--- src/rtl/wdt_pkg.sv ---
package wdt_pkg;
  // Offset of the prescaler tap above the base tap for an interval code.
  // The top code skips one power of two.
  function automatic int unsigned tap_offset(input int unsigned code);
    return (code == 7) ? 8 : code;
  endfunction
endpackage

--- src/rtl/wdt_prescaler.sv ---
module wdt_prescaler #(
  parameter int E_MAX = 11
) (
  input  logic           clk,
  input  logic           rst_n,
  input  logic           run_en,
  input  logic           full_rate,
  output logic [E_MAX:0] tap
);
  logic             ph_q, ph_d;
  logic [E_MAX-1:0] pre_q, pre_d;
  logic             cen;

  // Count-clock enable: every clock, or every other clock at half rate.
  assign cen = run_en && (full_rate || ph_q);

  always_comb begin
    ph_d  = ph_q;
    pre_d = pre_q;
    if (run_en) ph_d  = ~ph_q;
    if (cen)    pre_d = pre_q + 1'b1;
  end

  always_ff @(posedge clk or negedge rst_n) begin
    if (!rst_n) begin
      ph_q  <= 1'b0;
      pre_q <= '0;
    end else begin
      ph_q  <= ph_d;
      pre_q <= pre_d;
    end
  end

  // tap[i] pulses once every 2^i count-clock cycles.
  assign tap[0] = cen;
  generate
    for (genvar i = 0; i < E_MAX; i++) begin : g_tap
      assign tap[i+1] = tap[i] & pre_q[i];
    end
  endgenerate

  p_freeze_r9: assert property (@(posedge clk) disable iff (!rst_n)
    !run_en |=> $stable(pre_q));
endmodule

--- src/rtl/wdt_counter.sv ---
module wdt_counter #(
  parameter int CNT_W = 8
) (
  input  logic       clk,
  input  logic       rst_n,
  input  logic       cfg_we,
  input  logic       cfg_run,
  input  logic       cfg_wdog,
  input  logic       cfg_act_rst,
  input  logic [2:0] cfg_ival,
  input  logic       tick,
  output logic [2:0] ival_q,
  output logic       rst_req,
  output logic       nmi_req
);
  logic             run_q, run_d;
  logic             act_q, act_d;
  logic [2:0]       ival_d;
  logic [CNT_W-1:0] cnt_q, cnt_d;
  logic             start, expire;

  always_comb begin
    start  = cfg_we && cfg_run && cfg_wdog;
    expire = run_q && tick && (&cnt_q) && !start;

    act_d  = cfg_we ? cfg_act_rst : act_q;
    ival_d = cfg_we ? cfg_ival : ival_q;

    run_d = run_q;
    if (cfg_we && !cfg_wdog) run_d = 1'b0;
    if (expire && act_q)     run_d = 1'b0;
    if (start)               run_d = 1'b1;

    cnt_d = cnt_q;
    if (start)      cnt_d = '0;
    else if (!run_d) cnt_d = '0;
    else if (tick)   cnt_d = cnt_q + 1'b1;
  end

  always_ff @(posedge clk or negedge rst_n) begin
    if (!rst_n) begin
      run_q   <= 1'b0;
      act_q   <= 1'b0;
      ival_q  <= '0;
      cnt_q   <= '0;
      rst_req <= 1'b0;
      nmi_req <= 1'b0;
    end else begin
      run_q   <= run_d;
      act_q   <= act_d;
      ival_q  <= ival_d;
      cnt_q   <= cnt_d;
      rst_req <= expire && act_q;
      nmi_req <= expire && !act_q;
    end
  end

  p_idle_r1: assert property (@(posedge clk) disable iff (!rst_n)
    !run_q |=> !(rst_req || nmi_req));
  p_restart_r4: assert property (@(posedge clk) disable iff (!rst_n)
    start |=> (cnt_q == '0) && run_q);
  p_onehot_r5: assert property (@(posedge clk) disable iff (!rst_n)
    $onehot0({rst_req, nmi_req}));
  p_pulse_r5: assert property (@(posedge clk) disable iff (!rst_n)
    (rst_req || nmi_req) |=> !(rst_req || nmi_req));
  p_disarm_r6: assert property (@(posedge clk) disable iff (!rst_n)
    rst_req |-> !run_q);
  p_wdog_off_r12: assert property (@(posedge clk) disable iff (!rst_n)
    (cfg_we && !cfg_wdog) |=> !run_q);
endmodule

--- src/rtl/wdt_runaway.sv ---
module wdt_runaway #(
  parameter int BASE_LOG2 = 11,
  parameter int CNT_W     = 8
) (
  input  logic       clk,
  input  logic       rst_n,
  input  logic       cfg_we,
  input  logic       cfg_run,
  input  logic       cfg_wdog,
  input  logic       cfg_act_rst,
  input  logic [2:0] cfg_ival,
  input  logic       full_rate,
  input  logic       halt,
  input  logic       stop,
  input  logic       sub_clk,
  output logic       rst_req,
  output logic       nmi_req
);
  import wdt_pkg::*;

  localparam int E0    = BASE_LOG2 - CNT_W;
  localparam int E_MAX = E0 + 8;

  logic [1:0]       rst_pipe;
  logic             rst_s;
  logic             cnt_en;
  logic [E_MAX:0]   tap;
  logic [7:0]       cand;
  logic [2:0]       ival_q;
  logic             tick;

  // Asynchronous assertion, synchronous release.
  always_ff @(posedge clk or negedge rst_n) begin
    if (!rst_n) rst_pipe <= 2'b00;
    else        rst_pipe <= {rst_pipe[0], 1'b1};
  end
  assign rst_s = rst_pipe[1];

  // Main clock stands still in stop and while the subsystem clock drives the CPU.
  assign cnt_en = !stop && !sub_clk;

  wdt_prescaler #(.E_MAX(E_MAX)) u_pre (
    .clk       (clk),
    .rst_n     (rst_s),
    .run_en    (cnt_en),
    .full_rate (full_rate),
    .tap       (tap)
  );

  generate
    for (genvar k = 0; k < 8; k++) begin : g_cand
      assign cand[k] = tap[E0 + tap_offset(k)];
    end
  endgenerate
  assign tick = cand[ival_q];

  wdt_counter #(.CNT_W(CNT_W)) u_cnt (
    .clk         (clk),
    .rst_n       (rst_s),
    .cfg_we      (cfg_we),
    .cfg_run     (cfg_run),
    .cfg_wdog    (cfg_wdog),
    .cfg_act_rst (cfg_act_rst),
    .cfg_ival    (cfg_ival),
    .tick        (tick),
    .ival_q      (ival_q),
    .rst_req     (rst_req),
    .nmi_req     (nmi_req)
  );

  p_halt_runs_r8: assert property (@(posedge clk) disable iff (!rst_s)
    (halt && !stop && !sub_clk) |-> cnt_en);
  p_frozen_tick_r10: assert property (@(posedge clk) disable iff (!rst_s)
    (stop || sub_clk) |-> !tick);
endmodule

--- config.mk ---
export PLATFORM = sky130hd
export DESIGN_NAME = wdt_runaway
export DESIGN_NICKNAME = d
export VERILOG_FILES = /design/src/rtl/wdt_pkg.sv /design/src/rtl/wdt_prescaler.sv /design/src/rtl/wdt_counter.sv /design/src/rtl/wdt_runaway.sv
export SDC_FILE = /design/constraint.sdc
export NUM_CORES = 1
export LEC_CHECK = 0
export BUFFER_PORTS_ARGS = -buffer_cell sky130_fd_sc_hd__buf_2
export CORE_MARGIN = 2
export CORE_UTILIZATION = 60
export CTS_BUF_LIST = sky130_fd_sc_hd__clkbuf_16
export CTS_CLUSTER_DIAMETER = 80
export CTS_CLUSTER_SIZE = 28
export DETAILED_ROUTE_END_ITERATION = 16
export PLACE_DENSITY_LB_ADDON = 0.12
export SLEW_MARGIN = 30
export SYNTH_ARGS = -nofsm -noshare
export SYNTH_HDL_FRONTEND = slang
export SYNTH_HIERARCHICAL = 1
export SYNTH_SLANG_ARGS = --single-unit
export TNS_END_PERCENT = 100
--- constraint.sdc ---
create_clock -name clk -period 2.4 [get_ports clk]
set_input_delay 0.12 -clock clk [delete_from_list [all_inputs] [get_ports clk]]
set_output_delay 0.12 -clock clk [all_outputs]
set_load 0.1 [all_outputs]
==> results.ini <==
[floorplan]
initial_core_util = 0.646
fp-row-count = 17
die_h_um = 53.1
core_sq_mm = 0.00223
num_io_pins = 15
die_area_sq_mm = 0.00281
die_width_um = 53.1

[drt]
firstDrtPassIters = 4
drt_wl_total_um = 2760
drtIter0Drc = 14
drc = 0
vias_per_cell = 5.60
num_vias = 1031
routedWlPerCell_um = 15.0
ant_nets = 0

[clocking]
tritoncts = done
worst_setup_hold_path_clk_slew_ns = 0.05
cts_buffer_depth = 2
cts.sinks = 29
cts_made_buffers = 5
cts-htree-levels = 2
clk_latency_ns = 0.27
cts.root.buffer_cell = clkbuf_16

[global_routing]
grt_max_degree = 28
grt_pass1_vias = 1095
grt-ovfl-total = 0
grt_usage = 0.240
antenna_found_initial = 0
grt_pass1_wl_um = 4620

[placed_design]
port_buffers = 13
dp_hpwl_um = 1900
placed_cells = 173
gp_congestion = 0.789

[setup_path]
slowest_stage = mux4_1
cp-end-kind = flip-flop
r2r-start = u_pre/ph_q
rrSetupSlack_ns = 0.09
max_stage_delay_ns = 0.49
crit_type = reg -> reg
crit_required_ns = 2.57
cp_num_cells = 8
path_cells = o2111a_1, nand3_1, inv_1, mux4_1, mux2_4, nand4_4, o22ai_1, a311oi_1
arrival_ns = 2.48
r2r_cells = 8
rr_endpoint = u_cnt/cnt_q[7]
crit_path_max_fanout = 5
crit_buf_inv = 1
critPathTopFamily = multiplexers
startpoint_type = flip-flop

[finish]
utilization = 0.799
layout_common_cells = 29 x dfrtp_1, 14 x nand2_1, 13 x buf_2, 11 x buf_4
layoutNonFillerInstCount = 184
seqCellArea_sq_um = 726
drive_gt1_frac = 0.288
antenna-diode-count = 0
multi_input_area_sq_um = 693
nets = 170
fillers = 139
syn_to_final_growth_pct = 23.7
final_common_cell = dfrtp_1

[pwr]
powerDensity_mw_per_mm2 = 787
internal-power_mw = 1.04
clock_power_share = 0.398
switchingPower_mw = 0.370
p_sw_frac = 0.263
power_leakage_nw = 0.869
p_comb_frac = 0.155
peakVddDrop_v = 0.000677
pwr-share-seq = 0.447

[sta]
timing.hold.ws_ns = 0.0585
finClkSkew_ns = 0.00399
finalSetupViolCount = 0
rsz0062_at_grt = yes
period_minus_slack_ns = 2.31
max_freq_mhz = 434
hold_viol_final = 0
finalMaxSlewViolations = 0
min_period_over_period = 0.960

[worst_hold_path]
hold_depth = 3
hold_end = u_cnt/act_q
hp-start = cfg_act_rst
hold_path_class = in -> reg

[synthesis]
syn_area_sq_mm = 0.00144
syn_avg_cell_area_sq_um = 11.6
yosys_warnings = 6
syn_nets = 139
synthCells = 124

[job]
cap_violations = 0

[status]
status = completed

-- power groups by stage --
| stage | clock (mW) | combinational [mW] | sequential, mW |
|---|---|---|---|
| after floorplan | 0 | 0.117 | 0.632 |
| after global placement | 0 | 0.191 | 0.629 |
| after detailed placement | 0 | 0.199 | 0.633 |
| after CTS | 0.573 | 0.204 | 0.626 |
| after global routing | 0.595 | 0.247 | 0.640 |
| final | 0.559 | 0.218 | 0.629 |
-- sequential cells by signal (all words and copies together), names as in the netlist --
register       cells
rst_pipe           2
u_cnt/act_q        1
u_cnt/cnt_q        8
u_cnt/ival_q       3
u_cnt/nmi_req      1
u_cnt/rst_req      1
u_cnt/run_q        1
u_pre/ph_q         1
u_pre/pre_q       11
-- area by class of cell --
class,count,share of cell area
Timing Repair Buffer,26,0.0946
Clock inverter,3,0.00631
Tap cell,28,0.0196
Multi-Input combinational cell,86,0.388
Clock buffer,5,0.0701
Sequential cell,29,0.406
Inverter,7,0.0147
-- worst reg2reg max path: stages (launching register included) --
cell      delay, ns
dfrtp_1        0.42
o2111a_1       0.26
nand3_1        0.13
inv_1          0.05
mux4_1         0.49
mux2_4         0.33
nand4_4        0.15
o22ai_1        0.12
a311oi_1       0.26
-- per-layer routing --
layer / share of wire / GRT usage / vias up / wire, um
met1: 0.43 / 0.251 / 503 / 1180
li1: - / - / 506 / -
met3: 0.023 / 0.0621 / 9 / 64
met5: 0 / 0 / - / 0
met2: 0.52 / 0.423 / 13 / 1450
met4: 0.024 / 0.150 / 0 / 66
-- worst max path at each step --
stage / from / endpoint / slack [ns]
detailed placement: sub_clk / u_cnt/cnt_q[5] / 0.01
CTS: u_pre/ph_q / u_cnt/cnt_q[7] / 0.01
global route: u_pre/pre_q[5] / u_cnt/run_q / -0.02
finish: u_pre/ph_q / u_cnt/cnt_q[7] / 0.09
floorplan: u_pre/ph_q / u_cnt/cnt_q[7] / 0.001
global placement: sub_clk / u_cnt/cnt_q[5] / 0.08
-- through the flow --
stage | power (mW) | worst slack (ns) | cell area (sq um) | TNS [ns]
2_1_floorplan | 0.749 | 0.00120 | 1440 | 0
3_3_place_gp | 0.820 | 0.0809 | 1610 | 0
3_5_place_dp | 0.833 | 0.0141 | 1610 | 0
4_1_cts | 1.40 | 0.0144 | 1750 | 0
5_1_grt | 1.48 | -0.0234 | 1790 | -0.0491
6_report | 1.41 | 0.0948 | 1790 | 0
-- what timing repair did --
item,in CTS,in global routing
hold endpoints to repair,2,0
buffers inserted,0,2
resized for setup,0,5
endpoints found under the setup margin,1,5
pin swaps,1,10
hold buffers,1,0
(Power assumes the default switching activity.)
